`config.mk`:
```
export PLATFORM = sky130hd
export DESIGN_NAME = irda_preamble_gen
export DESIGN_NICKNAME = d
export VERILOG_FILES = /design/src/rtl/irda_pre_pkg.sv /design/src/rtl/irda_pre_len.sv /design/src/rtl/irda_pre_sym.sv /design/src/rtl/irda_preamble_gen.sv
export SDC_FILE = /design/constraint.sdc
export NUM_CORES = 1
export LEC_CHECK = 0
export ABC_CLOCK_PERIOD_IN_PS = 2300
export BUFFER_PORTS_ARGS = -buffer_cell sky130_fd_sc_hd__clkbuf_2
export CAP_MARGIN = 20
export CORE_ASPECT_RATIO = 2
export CORE_MARGIN = 2
export CORE_UTILIZATION = 29
export CTS_BUF_LIST = sky130_fd_sc_hd__clkbuf_4 sky130_fd_sc_hd__clkbuf_8
export CTS_CLUSTER_DIAMETER = 200
export DETAILED_ROUTE_END_ITERATION = 6
export PLACE_DENSITY = 0.59
export SYNTH_ARGS = -nofsm -noshare
export SYNTH_HDL_FRONTEND = slang
export SYNTH_SLANG_ARGS = --single-unit
```
`constraint.sdc`:
```
create_clock -name clk -period 2.3 [get_ports clk]
set_clock_uncertainty 0.2 [all_clocks]
set_input_delay 0 -clock clk [delete_from_list [all_inputs] [get_ports clk]]
set_output_delay 0 -clock clk [all_outputs]
set_load 0.01 [all_outputs]
```
`src/rtl/irda_pre_pkg.sv`:
```
package irda_pre_pkg;

    typedef enum logic {
        PRE_SLOW = 1'b0,
        PRE_MED  = 1'b1
    } pre_mode_e;

    localparam logic [7:0] SYM_EXTRA = 8'hFF;
    localparam logic [7:0] SYM_BEGIN = 8'hC0;
    localparam logic [7:0] SYM_FLAG  = 8'h7E;
    localparam int         MED_MIN_FLAGS = 2;

endpackage

```
`src/rtl/irda_pre_len.sv`:
```
module irda_pre_len
    import irda_pre_pkg::*;
#(
    parameter int CNT_W = 8,
    localparam int LEN_W = CNT_W + 1
) (
    input  logic [CNT_W-1:0] count,
    input  pre_mode_e        mode,
    output logic [LEN_W-1:0] total
);
    // Slow mode: the setting already includes the mandatory byte; zero wraps to 2^CNT_W.
    // Medium mode: the setting is added to the fixed minimum flag count.
    always_comb begin
        if (mode == PRE_MED) begin
            total = {1'b0, count} + LEN_W'(MED_MIN_FLAGS);
        end else if (count == '0) begin
            total = {1'b1, {CNT_W{1'b0}}};
        end else begin
            total = {1'b0, count};
        end
    end
endmodule

```
`src/rtl/irda_pre_sym.sv`:
```
module irda_pre_sym
    import irda_pre_pkg::*;
#(
    parameter int LEN_W = 9
) (
    input  pre_mode_e        mode,
    input  logic [LEN_W-1:0] remain,
    output logic [7:0]       sym
);
    always_comb begin
        if (mode == PRE_MED) begin
            sym = SYM_FLAG;
        end else if (remain == LEN_W'(1)) begin
            sym = SYM_BEGIN;
        end else begin
            sym = SYM_EXTRA;
        end
    end
endmodule

```
`src/rtl/irda_preamble_gen.sv`:
```
module irda_preamble_gen
    import irda_pre_pkg::*;
#(
    parameter int CNT_W = 8
) (
    input  logic             clk,
    input  logic             rst_n,
    input  logic [CNT_W-1:0] cfg_count,
    input  logic             cfg_mode,
    input  logic             start,
    input  logic             out_ready,
    output logic [7:0]       out_byte,
    output logic             out_valid,
    output logic             done,
    output logic             busy
);
    localparam int LEN_W = CNT_W + 1;

    typedef struct packed {
        logic             busy;
        logic             done;
        pre_mode_e        mode;
        logic [LEN_W-1:0] remain;
    } gen_state_t;

    gen_state_t       s_d, s_q;
    logic [LEN_W-1:0] total_w;
    pre_mode_e        mode_in;

    assign mode_in = pre_mode_e'(cfg_mode);

    irda_pre_len #(.CNT_W(CNT_W)) u_len (
        .count (cfg_count),
        .mode  (mode_in),
        .total (total_w)
    );

    irda_pre_sym #(.LEN_W(LEN_W)) u_sym (
        .mode   (s_q.mode),
        .remain (s_q.remain),
        .sym    (out_byte)
    );

    always_comb begin
        s_d      = s_q;
        s_d.done = 1'b0;
        if (!s_q.busy) begin
            if (start) begin
                s_d.busy   = 1'b1;
                s_d.mode   = mode_in;
                s_d.remain = total_w;
            end
        end else if (out_ready) begin
            if (s_q.remain == LEN_W'(1)) begin
                s_d.busy   = 1'b0;
                s_d.done   = 1'b1;
                s_d.remain = '0;
            end else begin
                s_d.remain = s_q.remain - LEN_W'(1);
            end
        end
    end

    always_ff @(posedge clk or negedge rst_n) begin
        if (!rst_n) begin
            s_q <= '{busy: 1'b0, done: 1'b0, mode: PRE_SLOW, remain: '0};
        end else begin
            s_q <= s_d;
        end
    end

    assign out_valid = s_q.busy;
    assign busy      = s_q.busy;
    assign done      = s_q.done;
endmodule

```
Word-level counts from Yosys, hierarchy flattened
Index checks and enable logic that the tools add are counted.
W data, S select, Z words.

word-level totals
  register bits after elaboration = 12
  bits of input ports = 13
  output and inout bits = 11
  logic and storage cells = 26

cells by class
  add/sub/neg operators = 2
  eq/ne operators = 2
  mux-type cells = 13
  bitwise operators = 1
  reduce and logical (&&, ||, !) cells = 4

operators with widths
  kind                   number
  $mux W9                6
  $add A8 B2 Y9 const B  1
  $eq A9 B1 Y1 const B   1
  $sub A9 B1 Y9 const B  1
  $logic_not A8 Y1       1
  $mux W8                1
  $mux W6                1
  $mux W2                2
  $reduce_and A2 Y1      2
  $mux W1                3
  $ne A2 B2 Y1 const B   1
  $reduce_bool A2 Y1     1
  $not A1 Y1             1

Depth between registers and ports, before layout
  depth in word-level cells = 5
  gate-level depth with buffers = 7
  gate-level depth less buffers = 6

Cells and area by module
A second synthesis with hierarchy kept.

second synthesis, totals
  cell total of the unflattened synthesis = 115
  area, all modules = 987.2 sq um

modules (own cells, without submodules)
  module             instances  cells an instance  area an instance (sq um)
  irda_preamble_gen  1          83                 752.0
  irda_pre_len       1          20                 145.1
  irda_pre_sym       1          12                 90.1

Worst setup path after synthesis
No wires, ideal clock.

  path type = register -> register
  start = register s_q[0] (netlist bit)
  end = register s_q[6] (netlist bit)
  library setup time = 0.124 ns
  data arrival time = 1.702 ns
  required time = 1.976 ns
  path slack = 0.274 ns
  cell stages (with the launch flop) = 8
  path through = dfrtp_1 -> inv_1 -> ha_1 -> or3b_2 -> clkbuf_1 -> nor3_1 -> o21ai_2 -> a211o_1

on the way
  word-level cells in the longest chain between the ends = 4
  elaborated cells on any way between the ends = 5
  those cells by class = add/sub: 1; eq/ne: 1; mux: 3

ends and longest elaborated chain
  element                                        line                                              text
  start: declaration                             irda_preamble_gen.sv:26                           gen_state_t s_d, s_q;
  start signal: assignment                       irda_preamble_gen.sv:66                           s_q <= '{busy: 1'b0, done: 1'b0, mode: PRE_SLOW, remain: '0};
  $sub A9 B1 Y9 or $eq A9 B1 Y1 (tied branches)  irda_preamble_gen.sv:59, irda_preamble_gen.sv:54
  $mux W9 *                                      irda_preamble_gen.sv:54                           if (s_q.remain == LEN_W'(1)) begin
  $mux W9 *                                      irda_preamble_gen.sv:53                           end else if (out_ready) begin
  $mux W9 *                                      irda_preamble_gen.sv:47                           if (!s_q.busy) begin

Mark *: on every way between the ends. The rest lies on a longest branch, timed or not. The select of a mux whose other input is x is not followed.
A chain may end at the register's enable or synchronous reset.

Final worst setup path
  start = register s_q[1] (netlist bit)
  end = output port out_byte[0]

on the way
  word-level cells in the longest chain between the ends = 3

ends and longest elaborated chain
  element           line                     text
  $eq A9 B1 Y1      irda_pre_sym.sv:13       end else if (remain == LEN_W'(1)) begin
  $mux W6           irda_pre_sym.sv:13
  $mux W8           irda_pre_sym.sv:11       if (mode == PRE_MED) begin
  end: declaration  irda_preamble_gen.sv:12  output logic [7:0] out_byte,

Every way passes these cells.

==> impl_metrics.env <==
export IMPL_clock_path_buffers=2
export IMPL_fp_dieH_um=83.6
export IMPL_drive_gt1_share_pct=28.8
export IMPL_clock_power_share_pct=31.1
export IMPL_min_period_ps=2180
export IMPL_syn_avg_cell_area_sq_um=8.66
export IMPL_drtAntennaViolNets=0
export IMPL_clock_latency_ps=250
export IMPL_syn_inst=106
export IMPL_cts_tree="built"
export IMPL_swShare_pct=32.9
export IMPL_ys_types=43
export IMPL_rows=28
export IMPL_synth_ff_latch_count=12
export IMPL_fill_cells=305
export IMPL_synth_area_leaders="dfrtp_1, buf_4, ha_1"
export IMPL_total_leakage_power_nw=0.499
export IMPL_dp_hpwl_mm=1.95
export IMPL_post_drt_via_cell_ratio=5.62
export IMPL_outcome="finished, final reports clean"
export IMPL_maxCapViolations=0
export IMPL_p_total_uw=782
export IMPL_synthArstFlopShare_pct=100
export IMPL_yosysSeqAreaShare_pct=32.7
export IMPL_powerDensity_mw_per_mm2=639
export IMPL_worstReg2RegStart="s_q[1]"
export IMPL_synth_enable_flop_cells=0
export IMPL_yosysWarnings=0
export IMPL_max_vdd_ir_drop_v=0.000373
export IMPL_crit_path_max_fanout=4
export IMPL_cts_inserted_buffers=3
export IMPL_holdCritStartpoint="cfg_count[4]"
export IMPL_syn_area_sq_um=918
export IMPL_synth_common_cells="dfrtp_1, nand3_1, buf_4, nor3_1, o21ai_0"
export IMPL_grt_ovfl_total=0
export IMPL_seqPwrFrac_pct=41.9
export IMPL_clk_pin_slew_worst_paths_ps=60
export IMPL_numClockSinks=12
export IMPL_yosys_cell_count_top_type="dfrtp_1"
export IMPL_setup_viol=0
export IMPL_slew_viol_final=0
export IMPL_gp_congestion=0.820
export IMPL_start_util_pct=30.8
export IMPL_rsz0062_at_grt="no"
export IMPL_fin_tns_setup_ps=0
export IMPL_routedWlPerCell_um=14.4
export IMPL_vias=950
export IMPL_yosysTopAreaCellShare_pct=32.7
export IMPL_drc_errors=0
export IMPL_syn_to_final_growth_pct=33.2
export IMPL_power_switching_uw=257
export IMPL_drt_iter0_drc=33
export IMPL_ctsHtreeMaxLevel=1
export IMPL_yosys_area_top_type="dfrtp_1"
export IMPL_die_x_um=43.8
export IMPL_crit_required_ps=2100
export IMPL_wirelength_mm=2.43
export IMPL_cp_arrival_ps=1980
export IMPL_dr_pass1_iters=4
export IMPL_grt_pass1_wl_mm=4.04
export IMPL_cts_root_buf="clkbuf_8"
export IMPL_io_buffers=22
export IMPL_dpl_instance_area_sq_mm=0.00103
export IMPL_insertedDiodeCount=0
export IMPL_hold_violations=0
export IMPL_post_route_period_util_pct=94.9
export IMPL_grt_pass1_vias=923
export IMPL_die_area_sq_mm=0.00366
export IMPL_syn_num_nets=122
export IMPL_slew_headroom_pct=53.2
export IMPL_core_area_sq_mm=0.00298
export IMPL_intPower_uw=525
export IMPL_cp_startpoint="s_q[1]"
export IMPL_nets=156
export IMPL_worst_slew_pin_transition_ps=702
export IMPL_critPathKind="reg2out"
export IMPL_grt_usage_pct=14.6
export IMPL_combPwrFrac_pct=27.0
export IMPL_cp_end_kind="output pin"
export IMPL_pin_count=24
export IMPL_cp_start_kind="flop"
export IMPL_fin_area_sq_mm=0.00122
export IMPL_max_freq_mhz=458
export IMPL_hp_class="in2reg"
export IMPL_grt_max_degree=17
export IMPL_post_cts_buffers=0
export IMPL_ys_flop_type="dfrtp_1"
export IMPL_antenna_found_initial=0
## worst max-delay path: stages, from the launching register on
cell      delay, ps
dfrtp_1         390
inv_1           100
ha_1            190
or4b_4          500
or2_4           270
and2_1          160
clkbuf_2        120
## layout by cell type (no fill, tap or decap), drive strengths merged, types with 2 or more instances in the layout
cell type	instances
clkbuf	26
dlygate4sd3	13
dfrtp	12
o21ai	8
nand3	7
nor3	6
inv	5
nand2	5
nor2	4
xor2	4
a21oi	4
nor4	3
nand4	3
ha	3
buf	3
or3	3
o22ai	2
a22o	2
nor2b	2
a22oi	2
or4	2
or2	2
## final cells by class
cell class	count	area [sq um]	area share (%)
clock buffer	4	55.1	4.50
timing repair buffer	38	263	21.5
tap	30	37.5	3.07
sequential	12	300	24.5
multi-input combinational	80	549	44.9
inverter	5	18.8	1.53
## final timing paths
check | end | depth (start not counted) | slack, ps
max in group asynchronous | s_q[9] | 3 | 890
worst min-delay path | s_q[8] | 5 | 100
min in group asynchronous | s_q[6] | 3 | 630
worst min register to register | s_q[6] | 1 | 330
worst max register to register | s_q[6] | 6 | 160
worst max-delay path | out_byte[0] | 6 | 120
## routing by layer
| layer | vias up | routed length [um] | global-route usage (%) |
|---|---|---|---|
| met5 | - | 0 | 0 |
| met4 | 0 | 79 | 7.71 |
| met3 | 7 | 111 | 2.16 |
| met2 | 32 | 1340 | 27.0 |
| met1 | 452 | 899 | 14.3 |
| li1 | 459 | - | - |
## cell families after synthesis
family | count (synthesis) | share of synthesized area (%)
mux | 1 | 1.09
xor+xnor | 5 | 4.77
fa+ha+maj | 3 | 4.09
simple gates | 42 | 26.7
buf+inv | 14 | 8.17
other cells | 1 | 0.408
compound gates | 28 | 22.1
flops | 12 | 32.7
## registers in the layout (all words and copies together) (netlist names)
name,flops
s_q,10
busy,1
done,1
## through the flow
| stage | setup WS (ps) | hold slack (ps) | utilization [%] | std cells |
|---|---|---|---|---|
| 2_1_floorplan | 274 | -496 | - | 106 |
| 3_3_place_gp | 205 | -291 | 34.7 | 152 |
| 3_5_place_dp | 157 | -290 | 34.7 | 152 |
| 4_1_cts | 46.4 | 102 | 40.9 | 169 |
| 5_1_grt | 43.7 | 177 | 41.1 | 169 |
| 6_report | 118 | 101 | 41.1 | 169 |
## power groups by stage
stage	logic (mW)	registers, mW	clock network (mW)
after global routing	0.239	0.336	0.249
after global placement	0.193	0.325	0
final	0.211	0.327	0.243
after floorplan	0.141	0.310	0
after detailed placement	0.197	0.330	0
after CTS	0.213	0.326	0.243
## what timing repair did
item / 4_1_cts / 5_1_grt
hold buffers: 13 / 0
setup endpoints to repair: 0 / 6
gates resized for setup: 0 / 2
endpoints found under the hold margin: 20 / 0
Power figures use the tool's default switching activity.
